File: src/rtl/capsteer_pkg.sv
package capsteer_pkg;
  localparam int REG_W    = 16;
  localparam int SYNC_BIT = 15;
  localparam int OE_LSB   = 8;
  localparam int OE_N     = 6;
  localparam int GM_LSB   = 6;
  localparam int AUX_LSB  = 3;
  localparam int SRC_LSB  = 0;
  localparam int SRC_W    = 3;
  localparam int N_SRC    = 6;
  localparam int UNUSED_A = 14;
  localparam int UNUSED_B = 5;

  typedef enum logic [1:0] {
    GM_LEVEL  = 2'b00,
    GM_ARM    = 2'b01,
    GM_DISARM = 2'b10,
    GM_RSVD   = 2'b11
  } gate_mode_e;

  typedef enum logic [1:0] {
    AX_OFF  = 2'b00,
    AX_ROLL = 2'b01,
    AX_MODE = 2'b10,
    AX_EVT  = 2'b11
  } aux_sel_e;
endpackage

File: src/rtl/capsteer_regs.sv
module capsteer_regs
  import capsteer_pkg::*;
#(
  parameter int W      = REG_W,
  parameter int NOE    = OE_N,
  parameter int OE_POS = OE_LSB,
  parameter int SY_POS = SYNC_BIT
) (
  input  logic           clk,
  input  logic           rst_n,
  input  logic           wr_en,
  input  logic [W-1:0]   wr_data,
  input  logic           tb_bound,
  output logic [W-1:0]   rd_data,
  output logic [NOE-1:0] oe_act
);
  localparam logic [W-1:0] WR_MASK = ~((W'(1) << UNUSED_A) | (W'(1) << UNUSED_B));
  localparam logic [W-1:0] RST_VAL = W'(1) << OE_POS;
  localparam logic [NOE-1:0] OE_RST = NOE'(1);

  logic [W-1:0]   reg_q, reg_d;
  logic [NOE-1:0] oe_q, oe_d;
  logic [NOE-1:0] pend_q, pend_d;
  logic           pv_q, pv_d;
  logic           wr_now, wr_park;

  assign wr_now  = wr_en && !wr_data[SY_POS];
  assign wr_park = wr_en &&  wr_data[SY_POS];

  always_comb begin
    reg_d  = reg_q;
    oe_d   = oe_q;
    pend_d = pend_q;
    pv_d   = pv_q;
    if (wr_en) begin
      reg_d = wr_data & WR_MASK;
    end
    if (wr_now) begin
      oe_d = wr_data[OE_POS +: NOE];
      pv_d = 1'b0;
    end else if (wr_park) begin
      pend_d = wr_data[OE_POS +: NOE];
      pv_d   = 1'b1;
    end else if (tb_bound && pv_q) begin
      oe_d = pend_q;
      pv_d = 1'b0;
    end
  end

  always_ff @(posedge clk or negedge rst_n) begin
    if (!rst_n) begin
      reg_q  <= RST_VAL;
      oe_q   <= OE_RST;
      pend_q <= '0;
      pv_q   <= 1'b0;
    end else begin
      reg_q  <= reg_d;
      oe_q   <= oe_d;
      pend_q <= pend_d;
      pv_q   <= pv_d;
    end
  end

  assign rd_data = reg_q;
  assign oe_act  = oe_q;

  // readback follows the write with unused bits cleared
  p_wr_readback_r2: assert property (@(posedge clk) disable iff (!rst_n)
    wr_en |=> (rd_data == ($past(wr_data) & WR_MASK)));

  // immediate enables appear on the next cycle
  p_oe_immediate_r8: assert property (@(posedge clk) disable iff (!rst_n)
    wr_now |=> (oe_act == $past(wr_data[OE_POS +: NOE])));

  // without an immediate write or a boundary the enables hold
  p_oe_hold_r9: assert property (@(posedge clk) disable iff (!rst_n)
    (!wr_now && !tb_bound) |=> $stable(oe_act));
endmodule

File: src/rtl/capsteer_gate.sv
module capsteer_gate
  import capsteer_pkg::*;
#(
  parameter int NS = N_SRC,
  parameter int SW = SRC_W
) (
  input  logic          clk,
  input  logic          rst_n,
  input  logic [SW-1:0] src_sel,
  input  gate_mode_e    gmode,
  input  logic [NS-1:0] src_in,
  input  logic          gate_in,
  input  logic          cap_evt_in,
  output logic          cap_src_out,
  output logic          cap_evt_out,
  output logic          cap_dis
);
  logic [NS-1:0] hit;
  logic          src_ok;
  logic          gate_q, gate_d;
  logic          dis_q, dis_d;
  logic          rise, fall;
  logic          allow;

  for (genvar g = 0; g < NS; g++) begin : g_src
    assign hit[g] = (src_sel == SW'(g)) && src_in[g];
  end

  assign src_ok      = (int'(src_sel) < NS);
  assign cap_src_out = |hit;

  assign rise = gate_in && !gate_q;
  assign fall = !gate_in && gate_q;

  always_comb begin
    gate_d = gate_in;
    dis_d  = dis_q;
    allow  = 1'b0;
    unique case (gmode)
      GM_LEVEL:  allow = gate_in;
      GM_ARM: begin
        allow = !dis_q;
        if (rise) dis_d = 1'b0;
      end
      GM_DISARM: begin
        allow = !dis_q;
        if (fall) dis_d = 1'b1;
      end
      default:   allow = 1'b0;
    endcase
  end

  always_ff @(posedge clk or negedge rst_n) begin
    if (!rst_n) begin
      gate_q <= 1'b0;
      dis_q  <= 1'b0;
    end else begin
      gate_q <= gate_d;
      dis_q  <= dis_d;
    end
  end

  assign cap_evt_out = cap_evt_in && allow && src_ok;
  assign cap_dis     = dis_q;

  // reserved source codes block source and events
  p_src_reserved_r3: assert property (@(posedge clk) disable iff (!rst_n)
    !src_ok |-> (!cap_src_out && !cap_evt_out));

  // level mode with the gate low blocks events
  p_level_block_r4: assert property (@(posedge clk) disable iff (!rst_n)
    (gmode == GM_LEVEL && !gate_in) |-> !cap_evt_out);

  // arming edge clears the flag
  p_arm_clears_r5: assert property (@(posedge clk) disable iff (!rst_n)
    (gmode == GM_ARM && gate_in && !gate_q) |=> !cap_dis);

  // disarming edge sets the flag
  p_disarm_sets_r6: assert property (@(posedge clk) disable iff (!rst_n)
    (gmode == GM_DISARM && !gate_in && gate_q) |=> cap_dis);

  // reserved gating mode blocks and holds the flag
  p_rsvd_block_r7: assert property (@(posedge clk) disable iff (!rst_n)
    (gmode == GM_RSVD) |-> !cap_evt_out);
  p_flag_hold_r7: assert property (@(posedge clk) disable iff (!rst_n)
    (gmode == GM_LEVEL || gmode == GM_RSVD) |=> $stable(cap_dis));
endmodule

File: src/rtl/capsteer_aux.sv
module capsteer_aux
  import capsteer_pkg::*;
(
  input  logic     clk,
  input  logic     rst_n,
  input  aux_sel_e aux_sel,
  input  logic     tb_roll,
  input  logic     mode_sig_in,
  input  logic     cap_evt,
  input  logic     cmp_evt_in,
  input  logic     timer_mode,
  output logic     aux_out
);
  logic aux_q, aux_d;

  always_comb begin
    unique case (aux_sel)
      AX_OFF:  aux_d = 1'b0;
      AX_ROLL: aux_d = tb_roll;
      AX_MODE: aux_d = mode_sig_in;
      default: aux_d = (cap_evt || cmp_evt_in) && !timer_mode;
    endcase
  end

  always_ff @(posedge clk or negedge rst_n) begin
    if (!rst_n) aux_q <= 1'b0;
    else        aux_q <= aux_d;
  end

  assign aux_out = aux_q;

  // disabled selection keeps the output low
  p_aux_off_r10: assert property (@(posedge clk) disable iff (!rst_n)
    (aux_sel == AX_OFF) |=> !aux_out);

  // mode selection follows the mode signal one cycle later
  p_aux_mode_r11: assert property (@(posedge clk) disable iff (!rst_n)
    (aux_sel == AX_MODE) |=> (aux_out == $past(mode_sig_in)));

  // event selection is silent in timer mode
  p_aux_timer_r12: assert property (@(posedge clk) disable iff (!rst_n)
    (aux_sel == AX_EVT && timer_mode) |=> !aux_out);
endmodule

File: src/rtl/capsteer_top.sv
module capsteer_top
  import capsteer_pkg::*;
(
  input  logic             clk,
  input  logic             rst_n,
  input  logic             wr_en,
  input  logic [REG_W-1:0] wr_data,
  output logic [REG_W-1:0] rd_data,
  input  logic [N_SRC-1:0] src_in,
  input  logic             gate_in,
  input  logic             cap_evt_in,
  input  logic             cmp_evt_in,
  input  logic             tb_roll,
  input  logic             tb_rst,
  input  logic             timer_mode,
  input  logic             mode_sig_in,
  output logic             cap_src_out,
  output logic             cap_evt_out,
  output logic             cap_dis,
  output logic [OE_N-1:0]  oe_out,
  output logic             aux_out
);
  logic [REG_W-1:0] ctrl;
  logic             evt_gated;
  gate_mode_e       gmode;
  aux_sel_e         asel;

  capsteer_regs u_regs (
    .clk      (clk),
    .rst_n    (rst_n),
    .wr_en    (wr_en),
    .wr_data  (wr_data),
    .tb_bound (tb_roll || tb_rst),
    .rd_data  (ctrl),
    .oe_act   (oe_out)
  );

  assign gmode   = gate_mode_e'(ctrl[GM_LSB +: 2]);
  assign asel    = aux_sel_e'(ctrl[AUX_LSB +: 2]);
  assign rd_data = ctrl;

  capsteer_gate u_gate (
    .clk         (clk),
    .rst_n       (rst_n),
    .src_sel     (ctrl[SRC_LSB +: SRC_W]),
    .gmode       (gmode),
    .src_in      (src_in),
    .gate_in     (gate_in),
    .cap_evt_in  (cap_evt_in),
    .cap_src_out (cap_src_out),
    .cap_evt_out (evt_gated),
    .cap_dis     (cap_dis)
  );

  assign cap_evt_out = evt_gated;

  capsteer_aux u_aux (
    .clk         (clk),
    .rst_n       (rst_n),
    .aux_sel     (asel),
    .tb_roll     (tb_roll),
    .mode_sig_in (mode_sig_in),
    .cap_evt     (evt_gated),
    .cmp_evt_in  (cmp_evt_in),
    .timer_mode  (timer_mode),
    .aux_out     (aux_out)
  );
endmodule

File: config.mk
export PLATFORM = sky130hd
export DESIGN_NAME = capsteer_top
export DESIGN_NICKNAME = d
export VERILOG_FILES = /design/src/rtl/capsteer_pkg.sv /design/src/rtl/capsteer_regs.sv /design/src/rtl/capsteer_gate.sv /design/src/rtl/capsteer_aux.sv /design/src/rtl/capsteer_top.sv
export SDC_FILE = /design/constraint.sdc
export NUM_CORES = 1
export LEC_CHECK = 0
export CAP_MARGIN = 20
export CELL_PAD_IN_SITES_DETAIL_PLACEMENT = 1
export CELL_PAD_IN_SITES_GLOBAL_PLACEMENT = 1
export CORE_AREA = 2 2 67 63
export CTS_CLUSTER_DIAMETER = 30
export DETAILED_ROUTE_END_ITERATION = 8
export DIE_AREA = 0 0 69 65
export DONT_BUFFER_PORTS = 1
export GPL_TIMING_DRIVEN = 0
export PLACE_DENSITY = 0.77
export SYNTH_ARGS = -nofsm -noshare
export SYNTH_HDL_FRONTEND = slang
export SYNTH_SLANG_ARGS = --single-unit
File: constraint.sdc
create_clock -name clk -period 4.5 [get_ports clk]
set_clock_uncertainty 0.2 [all_clocks]
set_input_delay 0.675 -clock clk [delete_from_list [all_inputs] [get_ports clk]]
set_output_delay 0.675 -clock clk [all_outputs]
set_load 0.005 [all_outputs]
==> results of run 1 <==
-- layer usage --
| layer | wire, microns | up-vias |
|---|---|---|
| met5 | 0 | - |
| met2 | 1600 | 29 |
| met1 | 1060 | 432 |
| met3 | 224 | 5 |
| li1 | - | 375 |
| met4 | 53 | 0 |
-- worst reg2reg max path: stages (launching register included) --
cell       delay, ns
dfrtp_1         0.42
inv_1           0.11
ha_1            0.33
nand2b_1        0.06
a221oi_1        0.47
a2bb2oi_1       0.24
-- state kept, by name (all words and copies together), names as in the netlist --
name	cells
u_regs.oe_act	6
u_gate.cap_dis	1
u_regs.pend_q	6
u_regs.pv_q	1
u_regs.rd_data	14
u_gate.gate_q	1
u_aux.aux_out	1
-- stage by stage --
step / power [mW] / cell area, sq um / hold slack (ns) / util
3_3_place_gp: 0.442 / 1530 / 0.180 / 0.397
4_1_cts: 0.687 / 1640 / 0.00569 / 0.426
5_1_grt: 0.714 / 1640 / 0.00799 / 0.426
2_1_floorplan: 0.428 / 1470 / 0.179 / -
6_report: 0.671 / 1640 / 0.00973 / 0.426
3_5_place_dp: 0.454 / 1530 / 0.180 / 0.397
-- worst max-delay path by stage --
stage	from	end	slack (ns)	cells after the start
2_1_floorplan	src_in[3]	cap_src_out	2.24	2
3_3_place_gp	src_in[3]	cap_src_out	2.23	2
3_5_place_dp	src_in[3]	cap_src_out	2.22	2
4_1_cts	u_regs.rd_data[6]	cap_evt_out	1.92	4
5_1_grt	u_regs.rd_data[6]	cap_evt_out	1.83	4
6_report	u_regs.rd_data[6]	cap_evt_out	1.96	4
-- repair_timing --
| item | 4_1_cts | 5_1_grt |
|---|---|---|
| hold buffers | 1 | 0 |
| hold endpoints to repair | 28 | 0 |
| setup buffers | 0 | 0 |
| gates resized for setup | 0 | 0 |
-- layout by cell type, fill, tap and decap left out, drive strengths merged --
cell / netlist / final
mux2: 30 / 30
dfrtp: 28 / 28
clkbuf: 0 / 7
buf: 5 / 6
inv: 5 / 5
o21ai: 5 / 5
nand2: 4 / 4
ha: 4 / 4
nand2b: 4 / 4
nor2b: 2 / 2
nor2: 2 / 2
conb: 1 / 2
dfstp: 2 / 2
a221oi: 1 / 1
or3b: 1 / 1
nand3b: 1 / 1
a2bb2oi: 1 / 1
mux4: 1 / 1
mux2i: 1 / 1
o31ai: 1 / 1
a211oi: 1 / 1
and4b: 1 / 1
a21oi: 1 / 1
o22ai: 1 / 1
clkinv: 0 / 1
-- cell families after synthesis --
kind of cell	Yosys count	share of synthesized area
multiplexers	32	0.284
flip-flops	30	0.514
AND/OR/NAND/NOR	15	0.0692
AO/OA/AOI/OAI	11	0.0547
buffers and inverters	10	0.0418
adder cells (fa/ha/maj)	4	0.0342
other	1	0.00256
-- power breakdown --
part / switching (mW) / internal (mW) / total [mW] / leakage (nW)
clock network: 0.0971 / 0.123 / 0.220 / 0.0482
logic: 0.0389 / 0.0684 / 0.107 / 0.347
registers: 0.0331 / 0.311 / 0.344 / 0.355
total: 0.169 / 0.502 / 0.671 / 0.750
-- final cells by class --
cell class                      instances  area share
Timing Repair Buffer                    1      0.0122
Tap cell                               48      0.0366
Clock inverter                          1     0.00305
Multi-Input combinational cell         64       0.399
Inverter                                5      0.0114
Sequential cell                        30       0.459
Buffer                                  5      0.0259
Clock buffer                            7      0.0526
==> key figures, run 1 <==
STA
  – RSZ-0062 raised after global routing: no
  – Final WS setup: 1.96 ns
  – F_max: 394 MHz
  – Pins over their slew limit: 0
  – Final min period: 2.54 ns
  – Final setup viols: 0
  – Final Cycle Share: 0.563
  – Setup TNS: 0 ns
  – Hold Fails Final Rpt: 0

Critical path
  – Worst Path Max Fanout: 4
  – Worst path max stage delay: 0.47 ns
  – Cell Chain, Critical Path: inv_1 -> ha_1 -> nand2b_1 -> a221oi_1
  – Cell depth of the worst flop-to-flop path: 5
  – CP Launch Type: register
  – Crit path DAT: 1.66 ns
  – Worst EP required: 3.62 ns
  – Family with the most delay on the worst path: compound AO/OA/AOI/OAI gates
  – Critical Path Sink Type: output port
  – CP max stage cell: a221oi_1
  – CP Buf/Inv Count: 1
  – Critical path type: register to output port
  – Reg2reg end: u_aux.aux_out
  – R2R Setup Slk: 2.61 ns
  – R2r startpoint: u_regs.rd_data[6]

GRT
  – First-pass GRT wire length: 4860 microns
  – Gr busiest metal: met2
  – Met3 Resource Use GR: 0.0575
  – Initial antenna violation count: 0
  – Met1 usage: 0.151
  – Total Routing Usage GR: 0.145
  – Vias in the first global route: 936
  – GRT met2 Usage: 0.255
  – Total gr overflow: 0
  – Largest net degree at the start of global routing: 29

Synthesis
  – Ys async rst share: 1.00
  – Yosys top cell by area: dfrtp_1
  – Most common cell in the synthesized netlist: dfrtp_1
  – Distinct cells, synth: 28
  – Number of synthesis warnings: 0
  – Post-synth top area share: 0.478
  – Top FF cell, synth: dfrtp_1
  – Sequential-to-total area share from yosys stat: 0.514
  – Mapped Avg Cell Area: 14.2 sq um
  – Synth Register Bits: 30
  – Post-synth top cells: dfrtp_1, mux2_2, mux2_4
  – Post-synth EDFFs: 0
  – Post-synthesis cell count: 103
  – Top post-synthesis cells by area: dfrtp_1, mux2_2, mux2_4
  – Synth Cell Area: 1470 sq um

Floorplanning
  – Die X: 69 microns
  – DIE AREA: 4490 sq um
  – Io pins: 58
  – Initial Util: 0.380
  – Core Area: 3850 sq um
  – Die H: 65 microns
  – Row Count: 22

Detailed routing
  – Routed len/inst: 18.2 microns
  – Vias per Instance: 5.22
  – WL final: 2940 microns
  – DRC: 0
  – Initial DRT Pass Iterations: 3
  – Drt initial violations: 36
  – Post-DRT Antenna Nets: 0
  – Via Count: 841

Power and ir drop
  – Static Leak: 0.750 nW
  – PD cells: 409 nW/um^2
  – Peak supply drop: 129 uV

Place
  – DPL Wire Length: 2300 microns
  – Place WS: 2.22 ns
  – Placed Instances: 152
  – IO buf count: 0
  – GP Congestion: 0.666

Clocking
  – H-tree depth: 2
  – Worst-Skew Late Latency: 0.28 ns
  – CTS tree: yes
  – Clock buffer depth: 2
  – CTS Sinks: 30
  – Cts bufs inserted: 5
  – Clk slew on worst S/H paths: 0.06 ns
  – CTS root buf: clkbuf_8

Cells and area
  – Reg area: 753 sq um
  – Footprint of the multi-input gates: 654 sq um
  – Fillers: 398
  – Nets: 148
  – Final Instance Count excl. Fillers: 161
  – Antenna Diode Count: 0
  – Share of cells above drive strength 1: 0.442
  – Area growth syn-to-layout: 12.0%

Job
  – Max-Cap Viols: 0

Min path
  – Path type of the worst min-delay path: input port to asynchronous set/reset pin

Run status
  – Status: finished clean
(Power assumes the default switching activity.)
==> run 2, diff against run 1 <==
- PLACE_DENSITY: 0.77 -> 0.79
- clock period: 4.5 -> 2.3 ns (I/O delays scaled with it)
==> run 2 against run 1 <==
Against the previous run: design area increased by 5.9%; die area unchanged; register-to-register slack got worse by 2.1 ns; hold slack lost 0.0018 ns; utilization grew 2.5 points; critical endpoint unchanged; sequential share of layout area down 2.5 points.
==> key figures, run 2 (synthesis results as in run 1) <==
Critical path
  – CP Launch Type: register
  – Critical path type: register to output port
  – Crit path DAT: 1.58 ns (-0.08 ns)
  – Worst EP required: 1.75 ns (-1.87 ns)
  – Worst Path Max Fanout: 4 (unchanged)
  – Critical Path Sink Type: output port

Clocking
  – Clock buffer depth: 2 (unchanged)
  – CTS root buf: clkbuf_8
  – CTS Sinks: 30 (unchanged)
  – Cts bufs inserted: 5 (unchanged)
  – Postcts setup bufs: 0 (unchanged)
  – CTS tree: yes
  – Worst-Skew Late Latency: 0.29 ns (about the same)
  – Clk slew on worst S/H paths: 0.07 ns (about the same)
  – H-tree depth: 2 (unchanged)

Cells and area
  – Nets: 157 (+6.1%)
  – Reg area: 753 sq um (unchanged)
  – Fillers: 414 (+4.0%)
  – Antenna Diode Count: 0 (unchanged)
  – Share of cells above drive strength 1: 0.418 (-0.0244)
  – Most frequent cells in the layout: dfrtp_1, mux2_2, mux2_4, dlygate4sd3_1, clkbuf_8
  – Area growth syn-to-layout: 18.5%
  – Most common cell after layout, fill and taps aside: dfrtp_1
  – Footprint of the multi-input gates: 661 sq um (+0.96%)
  – Number of flip-flops in the largest register: 14 (unchanged)

STA
  – Hold Fails Final Rpt: 0 (unchanged)
  – Final min period: 2.12 ns
  – RSZ-0062 raised after global routing: no
  – Final setup viols: 0 (unchanged)
  – Final hold slack: 0.00797 ns (-0.00176 ns)
  – Final Cycle Share: 0.923
  – Pins over their slew limit: 0 (unchanged)
  – Setup TNS: 0 ns (unchanged)
  – F_max: 471 MHz

GRT
  – Initial antenna violation count: 0 (unchanged)
  – Vias in the first global route: 938 (+0.21%)
  – Largest net degree at the start of global routing: 31 (+6.9%)
  – First-pass GRT wire length: 4750 microns (-2.3%)
  – Met1 usage: 0.134 (-0.0167)
  – Met3 Resource Use GR: 0.0684 (+0.0109)
  – Total Routing Usage GR: 0.143 (-0.00201)
  – Gr busiest metal: met2
  – Total gr overflow: 0 (unchanged)
  – GRT met2 Usage: 0.258 (+0.00361)

Floorplanning
  – Io pins: 58 (unchanged)
  – Row Count: 22 (unchanged)
  – Initial Util: 0.380 (unchanged)
  – DIE AREA: 4490 sq um (unchanged)
  – Core Area: 3850 sq um (unchanged)
  – Die X: 69 microns (unchanged)
  – Die H: 65 microns (unchanged)

Power and ir drop
  – Static Leak: 0.790 nW (+5.4%)
  – Int Power: 0.994 mW (+98%)
  – Peak supply drop: 448 uV (+250%)
  – PD cells: 771 nW/um^2 (+88%)
  – Clock network power share: 0.325 (-0.003)
  – Sw Share: 0.257 (+0.00528)
  – Comb pwr share: 0.170 (+0.010)
  – P_sw: 0.344 mW (+100%)
  – Flop pwr share: 0.505 (-0.007)

Place
  – DPL Wire Length: 2210 microns (-4.0%)
  – IO buf count: 0 (unchanged)
  – GP Congestion: 0.647 (-2.8%)

Detailed routing
  – DRC: 0 (unchanged)
  – Vias per Instance: 5.13 (-1.8%)
  – Drt initial violations: 32 (-11%)
  – Routed len/inst: 18.2 microns (-0.42%)
  – Post-DRT Antenna Nets: 0 (unchanged)
  – WL final: 3090 microns (+5.1%)
  – Via Count: 872 (+3.7%)
  – Initial DRT Pass Iterations: 4 (+1)

Min path
  – Path type of the worst min-delay path: input port to register

Run status
  – Status: finished clean

Job
  – Max-Cap Viols: 0 (unchanged)
[run 2: cell types whose count changed in the layout (fill, tap and decap cells not counted)]
cell,delta
a221oi_1,-1
dlygate4sd3_1,+9
a221oi_2,+1
[run 2: power by group through the flow]
stage	logic (mW)	registers (mW)	clock network, mW
4_1_cts	0.223	0.678	0.445
5_1_grt	0.250	0.688	0.470
6_report	0.228	0.676	0.434
2_1_floorplan	0.174	0.664	0
3_3_place_gp	0.187	0.681	0
3_5_place_dp	0.198	0.687	0
[run 2: area by class of cell]
cell class              count  area share
flip-flops and latches     30       0.434
multi-input cells          64       0.380
repair buffers             10      0.0634
clock buffers               7      0.0497
well taps                  48      0.0346
plain buffers               5      0.0245
inverters                   5      0.0108
clock inverters             1     0.00288
[run 2: what timing repair did]
item                       CTS  global route
setup endpoints to repair    0             1
hold buffers                 7             3
gates resized for setup      0             1
hold endpoints to repair    35             3
[run 2: path summary, 6_finish.rpt]
check	startpoint	cells past startpoint	slack [ns]	to
max in group asynchronous	rst_n	2	1.35	u_regs.oe_act[0]
worst min-delay path	wr_data[8]	1	0.008	u_regs.rd_data[8]
worst max register to register	u_regs.rd_data[6]	5	0.51	u_aux.aux_out
worst min register to register	u_regs.pend_q[3]	1	0.31	u_regs.pend_q[3]
min in group asynchronous	rst_n	2	0.31	u_regs.rd_data[0]
worst max-delay path	u_regs.rd_data[6]	4	0.18	cap_evt_out
[run 2: per-layer routing]
layer | part of all wire | wire length (microns)
met5 | 0 | 0
met4 | 0.024 | 75
met3 | 0.069 | 212
met2 | 0.56 | 1740
met1 | 0.34 | 1060
[run 2: worst max-delay path, stage by stage, from the launching register on]
cell and delay, ns:
dfrtp_1 0.42, inv_1 0.11, ha_1 0.34, nand2b_1 0.08, a221oi_2 0.34
[run 2: metrics by stage]
stage / area (sq um) / worst slack (ns) / instances / power (mW) / util
floorplan: 1470 / 0.583 / 104 / 0.837 / -
global placement: 1530 / 0.395 / 152 / 0.868 / 0.397
detailed placement: 1530 / 0.370 / 152 / 0.885 / 0.397
CTS: 1700 / 0.0308 / 167 / 1.35 / 0.441
global route: 1740 / 0.0403 / 170 / 1.41 / 0.451
finish: 1740 / 0.177 / 170 / 1.34 / 0.451
